===== config.mk =====
export PLATFORM = sky130hd
export DESIGN_NAME = xfer_fabric
export DESIGN_NICKNAME = d
export VERILOG_FILES = /design/src/rtl/xfer_pkg.sv /design/src/rtl/xfer_src_mux.sv /design/src/rtl/xfer_reg_slot.sv /design/src/rtl/xfer_fabric.sv
export SDC_FILE = /design/constraint.sdc
export NUM_CORES = 1
export LEC_CHECK = 0
export ABC_CLOCK_PERIOD_IN_PS = 1900
export BUFFER_PORTS_ARGS = -buffer_cell sky130_fd_sc_hd__buf_2
export CORE_ASPECT_RATIO = 0.9
export CORE_MARGIN = 1
export CORE_UTILIZATION = 45
export CTS_BUF_LIST = sky130_fd_sc_hd__clkbuf_8
export DETAILED_ROUTE_END_ITERATION = 8
export PLACE_DENSITY = 0.71
export SLEW_MARGIN = 20
export SYNTH_ARGS = -nofsm -noshare
export SYNTH_HDL_FRONTEND = slang
export SYNTH_SLANG_ARGS = --single-unit

===== constraint.sdc =====
create_clock -name clk -period 1.9 [get_ports clk]
set_input_delay 0.19 -clock clk [delete_from_list [all_inputs] [get_ports clk]]
set_output_delay 0.19 -clock clk [all_outputs]
set_load 0.05 [all_outputs]

===== src/rtl/xfer_pkg.sv =====
package xfer_pkg;

  typedef enum logic [1:0] {
    ACT_HOLD = 2'd0,
    ACT_XFER = 2'd1,
    ACT_INIT = 2'd2
  } slot_act_e;

  // Map a source code of a destination to the absolute register index,
  // skipping the destination itself.
  function automatic int src_of(input int dest, input int code);
    return (code < dest) ? code : code + 1;
  endfunction

endpackage


===== src/rtl/xfer_src_mux.sv =====
module xfer_src_mux #(
  parameter int WIDTH = 8,
  parameter int NREG  = 4,
  parameter int DEST  = 0,
  parameter int SELW  = 2
) (
  input  logic [NREG*WIDTH-1:0] all_q,
  input  logic [SELW-1:0]       sel,
  output logic [WIDTH-1:0]      src_d,
  output logic                  src_ok
);
  localparam int NSRC = NREG - 1;

  logic [WIDTH-1:0] cand [NSRC];

  for (genvar k = 0; k < NSRC; k++) begin : g_cand
    localparam int SRC = xfer_pkg::src_of(DEST, k);
    assign cand[k] = all_q[SRC*WIDTH +: WIDTH];
  end

  always_comb begin
    src_d  = '0;
    src_ok = 1'b0;
    for (int k = 0; k < NSRC; k++) begin
      if (sel == SELW'(k)) begin
        src_d  = cand[k];
        src_ok = 1'b1;
      end
    end
  end

endmodule


===== src/rtl/xfer_reg_slot.sv =====
module xfer_reg_slot #(
  parameter int WIDTH = 8
) (
  input  logic             clk,
  input  logic             rst_n,
  input  logic             init_en,
  input  logic [WIDTH-1:0] init_d,
  input  logic             ld_en,
  input  logic             xfer_ok,
  input  logic [WIDTH-1:0] xfer_d,
  output logic [WIDTH-1:0] q
);
  import xfer_pkg::*;

  slot_act_e        act;
  logic             q_en;
  logic [WIDTH-1:0] q_nxt;

  always_comb begin
    if (init_en)               act = ACT_INIT;
    else if (ld_en && xfer_ok) act = ACT_XFER;
    else                       act = ACT_HOLD;
  end

  always_comb begin
    q_en  = 1'b0;
    q_nxt = q;
    case (act)
      ACT_INIT: begin q_en = 1'b1; q_nxt = init_d; end
      ACT_XFER: begin q_en = 1'b1; q_nxt = xfer_d; end
      default:  begin q_en = 1'b0; q_nxt = q;      end
    endcase
  end

  always_ff @(posedge clk or negedge rst_n) begin
    if (!rst_n)    q <= '0;
    else if (q_en) q <= q_nxt;
  end

  assert_hold_R3: assert property (@(posedge clk) disable iff (!rst_n)
    (!init_en && !ld_en) |=> $stable(q));

  assert_bad_code_R5: assert property (@(posedge clk) disable iff (!rst_n)
    (!init_en && ld_en && !xfer_ok) |=> $stable(q));

endmodule


===== src/rtl/xfer_fabric.sv =====
module xfer_fabric #(
  parameter int WIDTH = 8,
  parameter int NREG  = 4
) (
  input  logic                  clk,
  input  logic                  rst_n,
  input  logic                  init_en,
  input  logic [NREG*WIDTH-1:0] init_data,
  input  logic [NREG-1:0]       ld_en,
  input  logic [NREG*2-1:0]     src_sel,
  output logic [NREG*WIDTH-1:0] reg_q
);
  localparam int SELW = 2;
  localparam int NSRC = NREG - 1;

  logic [WIDTH-1:0] q_arr [NREG];
  logic [NREG*WIDTH-1:0] q_flat;

  for (genvar i = 0; i < NREG; i++) begin : g_flat
    assign q_flat[i*WIDTH +: WIDTH] = q_arr[i];
  end
  assign reg_q = q_flat;

  for (genvar d = 0; d < NREG; d++) begin : g_slot
    logic [WIDTH-1:0] src_d;
    logic             src_ok;
    logic [SELW-1:0]  sel_d;

    assign sel_d = src_sel[d*SELW +: SELW];

    xfer_src_mux #(
      .WIDTH(WIDTH), .NREG(NREG), .DEST(d), .SELW(SELW)
    ) i_mux (
      .all_q (q_flat),
      .sel   (sel_d),
      .src_d (src_d),
      .src_ok(src_ok)
    );

    xfer_reg_slot #(.WIDTH(WIDTH)) i_slot (
      .clk    (clk),
      .rst_n  (rst_n),
      .init_en(init_en),
      .init_d (init_data[d*WIDTH +: WIDTH]),
      .ld_en  (ld_en[d]),
      .xfer_ok(src_ok),
      .xfer_d (src_d),
      .q      (q_arr[d])
    );

    assert_init_R2: assert property (@(posedge clk) disable iff (!rst_n)
      init_en |=> (q_arr[d] == $past(init_data[d*WIDTH +: WIDTH])));

    for (genvar k = 0; k < NSRC; k++) begin : g_route
      localparam int SRC = xfer_pkg::src_of(d, k);
      // destination takes the pre-edge value of its chosen source
      assert_route_R4: assert property (@(posedge clk) disable iff (!rst_n)
        (!init_en && ld_en[d] && sel_d == SELW'(k))
          |=> (q_arr[d] == $past(q_arr[SRC])));
    end
  end

  always @(posedge clk) begin
    if (!rst_n) assert_reset_R1: assert (q_flat == '0);
  end

endmodule


==> flow_summary.json, run 1 <==
{
  "sequentialPowerShare": 0.396,
  "power.net_switching_uw": 915,
  "clockPowerShare": 0.239,
  "dieWidth_um": 73.9,
  "fmax_mhz": 761,
  "r2r_start": "g_slot[1].i_slot.q[6]",
  "largest_register": "g_slot.i_slot.q",
  "synth_compound_area_frac": 0.214,
  "dp.cells": 331,
  "die_h_um": 66.7,
  "synthCells": 200,
  "setup_viol": 0,
  "clk_pin_slew_worst_paths_ns": 0.07,
  "fin_crit_sh": 0.692,
  "grt_overflow": 0,
  "cp-end-kind": "register",
  "ys.flop_type": "dfrtp_1",
  "hold_violations": 0,
  "fp.dieArea_mm2": 0.00493,
  "post-cts-setup-buffer-count": 0,
  "p_leak_uw": 0.00131,
  "syn_to_final_growth_pct": 25.3,
  "synth-simple-area-share": 0.106,
  "viasPerCell": 5.92,
  "largestRegisters": "g_slot.i_slot.q: 32 flops",
  "syn_avg_cell_area_um2": 10.5,
  "ys_types": 31,
  "synth_top_family_by_area": "multiplexers",
  "synth_top_cell_by_area": "dfrtp_1",
  "worstSetupStartpointType": "input pin",
  "switching_share": 0.408,
  "async_reset_ff_frac": 1.00,
  "drv_cap": 0,
  "drive_gt1_frac": 0.371,
  "cts_hold_buf": 1,
  "worstMarginPinSlew_ns": 0.744,
  "finalPower_uw": 2240,
  "drc_errors": 0,
  "initial_utilization": 0.470,
  "synth_top_area_share": 0.382,
  "antenna_left": 0,
  "hold-worst-slack_ns": 0.153,
  "antenna_found_initial": 0,
  "hp-start": "init_data[15]",
  "syn_area_mm2": 0.00209,
  "grt_pass1_vias": 1943,
  "cp.arrival_ns": 1.43,
  "grt_pass1_wl_um": 10100,
  "largest_reg_flops": 32,
  "wl_um": 6400,
  "grt_setup_unrepaired": "no",
  "synth_mux_area_frac": 0.234,
  "startpoint": "src_sel[0]",
  "ios": 79,
  "synth-edff-count": 0,
  "nFillCells": 410,
  "power_density_mw_per_mm2": 855,
  "grt_use_total": 0.285,
  "fin_tns_setup_ns": 0,
  "p_comb_frac": 0.365,
  "clock_sinks": 32,
  "post_cts.resized_instances": 0,
  "ys_top_cells_by_area": "dfrtp_1, mux2i_1, o22ai_1, mux2_2, a221o_1",
  "p_int_uw": 1330,
  "cts_max_level": 2,
  "core_area_mm2": 0.00446,
  "synth_warnings": 0,
  "cts_root_buf": "clkbuf_8",
  "min_period_ns": 1.31,
  "worst-path-max-fanout": 10,
  "fin_worst_skew_ns": 0.00274,
  "vdd.ir_drop.worst_mv": 0.445,
  "rows": 23,
  "maxSlewHeadroom": 0.504,
  "firstDrtPassIters": 4,
  "ys_seq_area_frac": 0.382,
  "vias": 2013,
  "gp_congestion": 0.781,
  "status": "complete, no violations",
  "grt_max_degree": 33,
  "synth_xor_xnor_area_share": 0,
  "cts_tree": "done",
  "nets": 324,
  "stdcell_count": 340,
  "synthAdderAreaFrac": 0,
  "critical_path_required_ns": 2.01,
  "clock_latency_ns": 0.28,
  "yosys-top-cells-count": "mux2i_1, dfrtp_1, o22ai_1, nor2_1",
  "synth-seq-cells": 32,
  "portBuffers": 78,
  "numCtsBuffers": 5,
  "hold_class": "input pin to register",
  "yosysMostFrequentCell": "mux2i_1",
  "wl_per_cell_um": 18.8,
  "drt_iter0_markers": 169,
  "path_class": "input pin to register",
  "synthesis.nets": 247,
  "cts_max_path_buffers": 2,
  "antenna_cells": 0,
  "dp.final_hpwl_um": 4350,
  "maxSlewViolCount": 0
}
power groups by stage:
stage	clock network (uW)	registers, uW	logic, uW
floorplan	0	1170	298
finish	536	888	819
CTS	546	885	821
global route	577	902	872
detailed placement	0	896	818
global placement	0	897	807
cells in the final DEF (no fill, tap or decap), types with 2 or more instances in the layout:
cell       netlist  final
mux2_2           8      8
buf_2            6     78
nor2_1           9      9
a221o_1          8      8
and2_1           8      8
a21oi_1          2      2
a221oi_1         7      7
o22ai_1         15     15
a2bb2oi_1        8      8
mux2i_1         40     40
inv_1            8     10
dfrtp_1         32     32
clkbuf_8         0      6
nand2_1          3      3
o21ai_0          8      8
nand4bb_1        2      2
buf_4            3      8
o32ai_1          8      8
nand3b_1         8      8
cell type report:
class                   instances  area [um^2]  area share
clock buffers                   6         82.6      0.0315
flip-flops and latches         32          801       0.305
repair buffers                 87          460       0.175
multi-input cells             142         1160       0.443
inverters                       9         33.8      0.0129
clock inverters                 2         7.51     0.00286
well taps                      62         77.6      0.0296
logic make-up (layout without fill, tap and decap cells):
logic type / Yosys count / after routing
flip-flops: 32 / 32
buffers and inverters: 26 / 104
multiplexers: 48 / 48
AO/OA/AOI/OAI: 59 / 59
AND/OR/NAND/NOR: 35 / 35
per-layer routing:
| metal | vias to the layer above | GRT usage | wire (um) |
|---|---|---|---|
| met5 | - | 0 | 0 |
| met4 | 0 | 0.108 | 55 |
| met3 | 5 | 0.0469 | 505 |
| met2 | 98 | 0.447 | 3030 |
| met1 | 976 | 0.391 | 2810 |
| li1 | 934 | - | - |
critical path, cell delays in order:
cell      delay [ns]
buf_2           0.29
nand2_1         0.10
a21oi_1         0.61
a221oi_1        0.23
final timing paths:
| check | depth (start not counted) | slack, ns | end |
|---|---|---|---|
| setup / recovery | 4 | 0.59 | g_slot[0].i_slot.q[5] |
| hold / removal | 3 | 0.15 | g_slot[1].i_slot.q[7] |
| setup reg to reg | 3 | 0.79 | g_slot[2].i_slot.q[6] |
| hold reg to reg | 2 | 0.60 | g_slot[0].i_slot.q[6] |
| max in group asynchronous | 2 | 0.92 | g_slot[0].i_slot.q[4] |
| min in group asynchronous | 2 | 0.50 | g_slot[1].i_slot.q[1] |
through the flow:
stage               worst slack, ns  cell area, um^2   util
global placement              0.361             2520  0.566
detailed placement            0.328             2520  0.566
floorplan                     0.599             2090      -
global route                  0.462             2620  0.588
CTS                           0.602             2620  0.588
finish                        0.586             2620  0.588
Power figures use the tool's default switching activity.
==> run 2, diff against run 1 <==
--- a/config.mk
+++ b/config.mk
@@ -5,14 +5,15 @@
 export SDC_FILE = /design/constraint.sdc
 export NUM_CORES = 1
 export LEC_CHECK = 0
-export ABC_CLOCK_PERIOD_IN_PS = 1900
+export ABC_AREA = 1
+export ABC_CLOCK_PERIOD_IN_PS = 1100
 export BUFFER_PORTS_ARGS = -buffer_cell sky130_fd_sc_hd__buf_2
 export CORE_ASPECT_RATIO = 0.9
 export CORE_MARGIN = 1
 export CORE_UTILIZATION = 45
 export CTS_BUF_LIST = sky130_fd_sc_hd__clkbuf_8
 export DETAILED_ROUTE_END_ITERATION = 8
-export PLACE_DENSITY = 0.71
+export PLACE_DENSITY = 0.72
 export SLEW_MARGIN = 20
 export SYNTH_ARGS = -nofsm -noshare
 export SYNTH_HDL_FRONTEND = slang
==> constraint.sdc (replaced) <==
create_clock -name clk -period 1.1 [get_ports clk]
set_input_delay 0.11 -clock clk [delete_from_list [all_inputs] [get_ports clk]]
set_output_delay 0.11 -clock clk [all_outputs]
set_load 0.05 [all_outputs]
==> flow_summary.json, run 2 <==
{
  "status": "complete, no violations",
  "drv_cap": 0,
  "crit_slowest_cell": "dfrtp_2",
  "cts_max_level": 2,
  "dp.cells": 536,
  "path_cells": "buf_4",
  "hold_class": "input pin to register",
  "wl_per_cell_um": 16.0,
  "yosysMostFrequentCell": "nand2_1",
  "grt_use_total": 0.323,
  "critical_path_required_ns": 0.99,
  "vdd.ir_drop.worst_mv": 0.697,
  "cts_tree": "done",
  "antenna_found_initial": 0,
  "synth-edff-count": 0,
  "maxSlewHeadroom": 0.737,
  "antenna_left": 0,
  "fmax_mhz": 918,
  "nFillCells": 538,
  "firstDrtPassIters": 5,
  "setup_viol": 0,
  "cp.arrival_ns": 0.98,
  "grt_pass1_vias": 2687,
  "cp-end-kind": "primary output",
  "drc_errors": 0,
  "holdPathStages": 5,
  "viasPerCell": 5.47,
  "antenna_cells": 0,
  "async_reset_ff_frac": 1.00,
  "ff2ff_path_depth": 5,
  "worst-path-max-fanout": 5,
  "grt_overflow": 0,
  "ys_top_cells_by_area": "dfrtp_1, nand3_1, nand2_1, inv_1, buf_6",
  "crit_buf_inv": 1,
  "fin_crit_sh": 0.991,
  "dp.final_hpwl_um": 6010,
  "fin_tns_setup_ns": 0,
  "clock_sinks": 32,
  "fp.dieArea_mm2": 0.00574,
  "final_common_cell": "nand2_1",
  "yosys-top-cells-count": "nand2_1, nand3_1, dfrtp_1, inv_1",
  "slowest_delay_ns": 0.48,
  "numCtsBuffers": 5,
  "nets": 531,
  "critical-path-top-delay-family": "flip-flops",
  "gp_congestion": 0.939,
  "synthCells": 392,
  "drive_gt1_frac": 0.326,
  "worstSetupStartpointType": "register",
  "drt_iter0_markers": 349,
  "r2r_slack_ns": 0.12,
  "ys_seq_area_frac": 0.327,
  "cts_max_path_buffers": 2,
  "finalPower_uw": 4010,
  "core_area_mm2": 0.00526,
  "largest_register": "g_slot.i_slot.q",
  "portBuffers": 78,
  "hold_violations": 0,
  "largestRegisters": "g_slot.i_slot.q: 32 flops",
  "synth-seq-cells": 32,
  "clock_latency_ns": 0.29,
  "maxSlewViolCount": 0,
  "r2r_start": "g_slot[1].i_slot.q[3]",
  "syn_avg_cell_area_um2": 6.24,
  "synth_warnings": 0,
  "rows": 25,
  "vias": 3019,
  "final_cell_mix": "nand2_1, nand3_1, buf_4, buf_2, inv_1",
  "stdcell_count": 552,
  "grt_max_degree": 33,
  "synth_top_cell_by_area": "dfrtp_1",
  "clk_pin_slew_worst_paths_ns": 0.07,
  "ys.flop_type": "dfrtp_1",
  "fin_worst_skew_ns": 0.00454,
  "cts_root_buf": "clkbuf_8",
  "synthesis.nets": 439,
  "dieWidth_um": 79.7,
  "syn_area_mm2": 0.00245,
  "grt_setup_unrepaired": "no",
  "path_class": "register to primary output",
  "initial_utilization": 0.465,
  "synth_top_area_share": 0.327,
  "hp-start": "init_data[28]",
  "min_period_ns": 1.09,
  "largest_reg_flops": 32,
  "worstMarginPinSlew_ns": 0.395,
  "ys_types": 12,
  "wl_um": 8850,
  "ios": 79,
  "hold_end": "g_slot[3].i_slot.q[4]",
  "p_leak_uw": 0.00177,
  "grt_pass1_wl_um": 13700,
  "syn_to_final_growth_pct": 30.7,
  "die_h_um": 71.9,
  "power_density_mw_per_mm2": 1260,
  "worstReg2RegEnd": "g_slot[3].i_slot.q[3]"
}
run 2: cell types whose count changed in the layout (fill, tap and decap cells not counted), sizes merged, moves of 13 or more:
cell / previous run / this run
inv: 11 / 43
nand3: 1 / 128
buf: 86 / 99
mux2i: 40 / 0
o22ai: 15 / 0
nand2: 3 / 168
run 2: cell families after synthesis:
group | Yosys count | share of synthesized area
buf+inv | 56 | 0.120
simple gates | 304 | 0.552
flops | 32 | 0.327
run 2: worst max-delay path by stage:
stage,startpoint,slack [ns],end,cells after the start
2_1_floorplan,g_slot[3].i_slot.q[6],0.06,g_slot[0].i_slot.q[6],4
3_3_place_gp,src_sel[7],-0.02,g_slot[3].i_slot.q[2],6
3_5_place_dp,src_sel[7],-0.02,g_slot[3].i_slot.q[2],6
4_1_cts,g_slot[3].i_slot.q[5],0.002,reg_q[29],1
5_1_grt,g_slot[2].i_slot.q[3],0.0008,reg_q[19],1
6_report,g_slot[1].i_slot.q[5],0.01,reg_q[13],1
run 2: layer usage:
metal	vias to the layer above	GRT usage	part of all wire
met5	-	0	0
met4	0	0.0949	0.020
met3	20	0.0428	0.093
met2	187	0.531	0.47
met1	1365	0.443	0.42
li1	1447	-	-
run 2: final cells by class:
| class | count | area (um^2) | area share |
|---|---|---|---|
| Sequential cell | 32 | 841 | 0.263 |
| Inverter | 41 | 156 | 0.0489 |
| Clock buffer | 6 | 82.6 | 0.0258 |
| Clock inverter | 2 | 7.51 | 0.00235 |
| Timing Repair Buffer | 100 | 676 | 0.211 |
| Tap cell | 67 | 83.8 | 0.0262 |
| Multi-Input combinational cell | 304 | 1350 | 0.423 |
run 2: timing repair:
| action | 4_1_cts | 5_1_grt |
|---|---|---|
| endpoints found under the setup margin | 32 | 6 |
| resized for setup | 62 | 2 |
| hold buffers | 1 | 0 |
| buffers inserted | 0 | 7 |
| hold endpoints to repair | 32 | 0 |
run 2: report_power, final:
group          total [uW]  leakage, uW  switching [uW]  internal [uW]
combinational        1470      0.00136             966            500
sequential           1600     0.000357             277           1320
clock                 947    0.0000538             455            492
run 2: metrics by stage:
stage,util,hold slack [ns],cell area (um^2),setup WS [ns]
6_report,0.609,0.0934,3200,0.0102
5_1_grt,0.609,0.114,3200,0.000782
3_3_place_gp,0.554,0.0802,2910,-0.0182
4_1_cts,0.596,0.0859,3130,0.00164
3_5_place_dp,0.554,0.0838,2910,-0.0168
2_1_floorplan,-,-0.186,2450,0.0606
==> run 3, diff against run 2 <==
==> constraint.sdc (replaced) <==
create_clock -name clk -period 1.1 [get_ports clk]
set_input_delay 0.11 -clock clk [delete_from_list [all_inputs] [get_ports clk]]
set_output_delay 0.11 -clock clk [all_outputs]
set_load 0.005 [all_outputs]
==> flow_summary.json, run 3 (synthesis results as in run 2) <==
{
  "status": "complete, no violations",
  "hold_violations": 0,
  "largest_reg_flops": 32,
  "min_period_ns": 1.09,
  "largest_register": "g_slot.i_slot.q",
  "antenna_found_initial": 0,
  "cp.arrival_ns": 0.98,
  "drt_iter0_markers": 389,
  "hold-worst-slack_ns": 0.0918,
  "crit_slowest_cell": "dfrtp_1",
  "cts_root_buf": "clkbuf_8",
  "die_h_um": 71.9,
  "cts_max_level": 2,
  "drc_errors": 0,
  "setup_viol": 0,
  "ios": 79,
  "fin_worst_skew_ns": 0.00934,
  "drive_gt1_frac": 0.257,
  "dp.final_hpwl_um": 6010,
  "core_area_mm2": 0.00526,
  "crit_buf_inv": 1,
  "clk_pin_slew_worst_paths_ns": 0.07,
  "worstMarginPinSlew_ns": 0.393,
  "cp-end-kind": "primary output",
  "p_leak_uw": 0.00174,
  "portBuffers": 78,
  "numCtsBuffers": 5,
  "maxSlewViolCount": 0,
  "stdcell_area_mm2": 0.00302,
  "syn_to_final_growth_pct": 23.4,
  "firstDrtPassIters": 6,
  "power_density_mw_per_mm2": 1130,
  "fin_crit_sh": 0.991,
  "rows": 25,
  "antenna_cells": 0,
  "viasPerCell": 5.42,
  "wl_per_cell_um": 15.8,
  "placed_area_mm2": 0.00291,
  "fmax_mhz": 918,
  "grt_pass1_vias": 2619,
  "worstSetupStartpointType": "register",
  "wl_um": 8600,
  "antenna_left": 0,
  "fin_util": 0.574,
  "gp_congestion": 0.939,
  "critical-path-top-delay-family": "flip-flops",
  "vias": 2954,
  "initial_utilization": 0.465,
  "maxSlewHeadroom": 0.738,
  "grt_overflow": 0,
  "finalPower_uw": 3420,
  "final_common_cell": "nand2_1",
  "path_cells": "buf_2",
  "critical_path_required_ns": 0.99,
  "nFillCells": 555,
  "grt_max_degree": 33,
  "largestRegisters": "g_slot.i_slot.q: 32 flops",
  "grt_use_total": 0.314,
  "nets": 524,
  "dieWidth_um": 79.7,
  "drv_cap": 0,
  "slowest_delay_ns": 0.52,
  "grt_pass1_wl_um": 13400,
  "cts_max_path_buffers": 2,
  "hold_class": "input pin to register",
  "path_class": "register to primary output",
  "final_cell_mix": "nand2_1, nand3_1, buf_2, inv_1, dfrtp_1",
  "vdd.ir_drop.worst_mv": 0.589,
  "fin_tns_setup_ns": 0,
  "grt_setup_unrepaired": "no",
  "fp.dieArea_mm2": 0.00574,
  "clock_latency_ns": 0.29,
  "cts_tree": "done",
  "worst-path-max-fanout": 5,
  "post-cts-setup-buffer-count": 0,
  "clock_sinks": 32
}
==> run 3: cell types whose count changed in the layout (fill, tap and decap cells not counted), sizes merged <==
cell	change
buf	-7
==> run 3: report_power, final <==
part / switching (uW) / internal [uW] / total [uW]
Combinational: 495 / 380 / 875
Sequential: 288 / 1300 / 1590
Clock: 462 / 492 / 954
==> run 3: worst reg2reg max path, cell delays in order, from the launching register on <==
cell,delay [ns]
dfrtp_1,0.48
nand3_1,0.13
nand3_1,0.10
nand2_1,0.08
nand2_1,0.05
==> run 3: cell type report <==
cell class / count / area [um^2] / share of cell area
tap: 67 / 83.8 / 0.0278
multi-input combinational: 304 / 1350 / 0.448
clock buffer: 6 / 82.6 / 0.0274
inverter: 41 / 156 / 0.0518
sequential: 32 / 806 / 0.267
timing repair buffer: 93 / 531 / 0.176
clock inverter: 2 / 7.51 / 0.00249
==> run 3: what timing repair did <==
action	4_1_cts	5_1_grt
gates resized for setup	0	4
hold endpoints to repair	32	0
hold buffers	1	0
endpoints found under the setup margin	0	4
==> run 3: worst paths after layout <==
kind	from	to	slack, ns	cells past startpoint
max	g_slot[1].i_slot.q[3]	reg_q[11]	0.01	1
max in group asynchronous	rst_n	g_slot[1].i_slot.q[1]	0.59	3
min	init_data[28]	g_slot[3].i_slot.q[4]	0.09	5
min reg2reg	g_slot[0].i_slot.q[3]	g_slot[0].i_slot.q[3]	0.71	4
min in group asynchronous	rst_n	g_slot[2].i_slot.q[2]	0.31	3
max reg2reg	g_slot[3].i_slot.q[3]	g_slot[1].i_slot.q[3]	0.16	4
==> run 3: stage by stage <==
| stage | worst slack, ns | instances |
|---|---|---|
| finish | 0.0104 | 545 |
| global route | 0.00459 | 545 |
| CTS | 0.00550 | 545 |
| detailed placement | -0.0168 | 536 |
| global placement | -0.0182 | 536 |
| floorplan | 0.333 | 392 |
==> run 3: routing by layer <==
| layer | vias up | part of all wire | track usage |
|---|---|---|---|
| li1 | 1434 | - | - |
| met1 | 1332 | 0.44 | 0.437 |
| met2 | 165 | 0.45 | 0.508 |
| met3 | 23 | 0.084 | 0.0403 |
| met4 | 0 | 0.029 | 0.0970 |
| met5 | - | 0 | 0 |
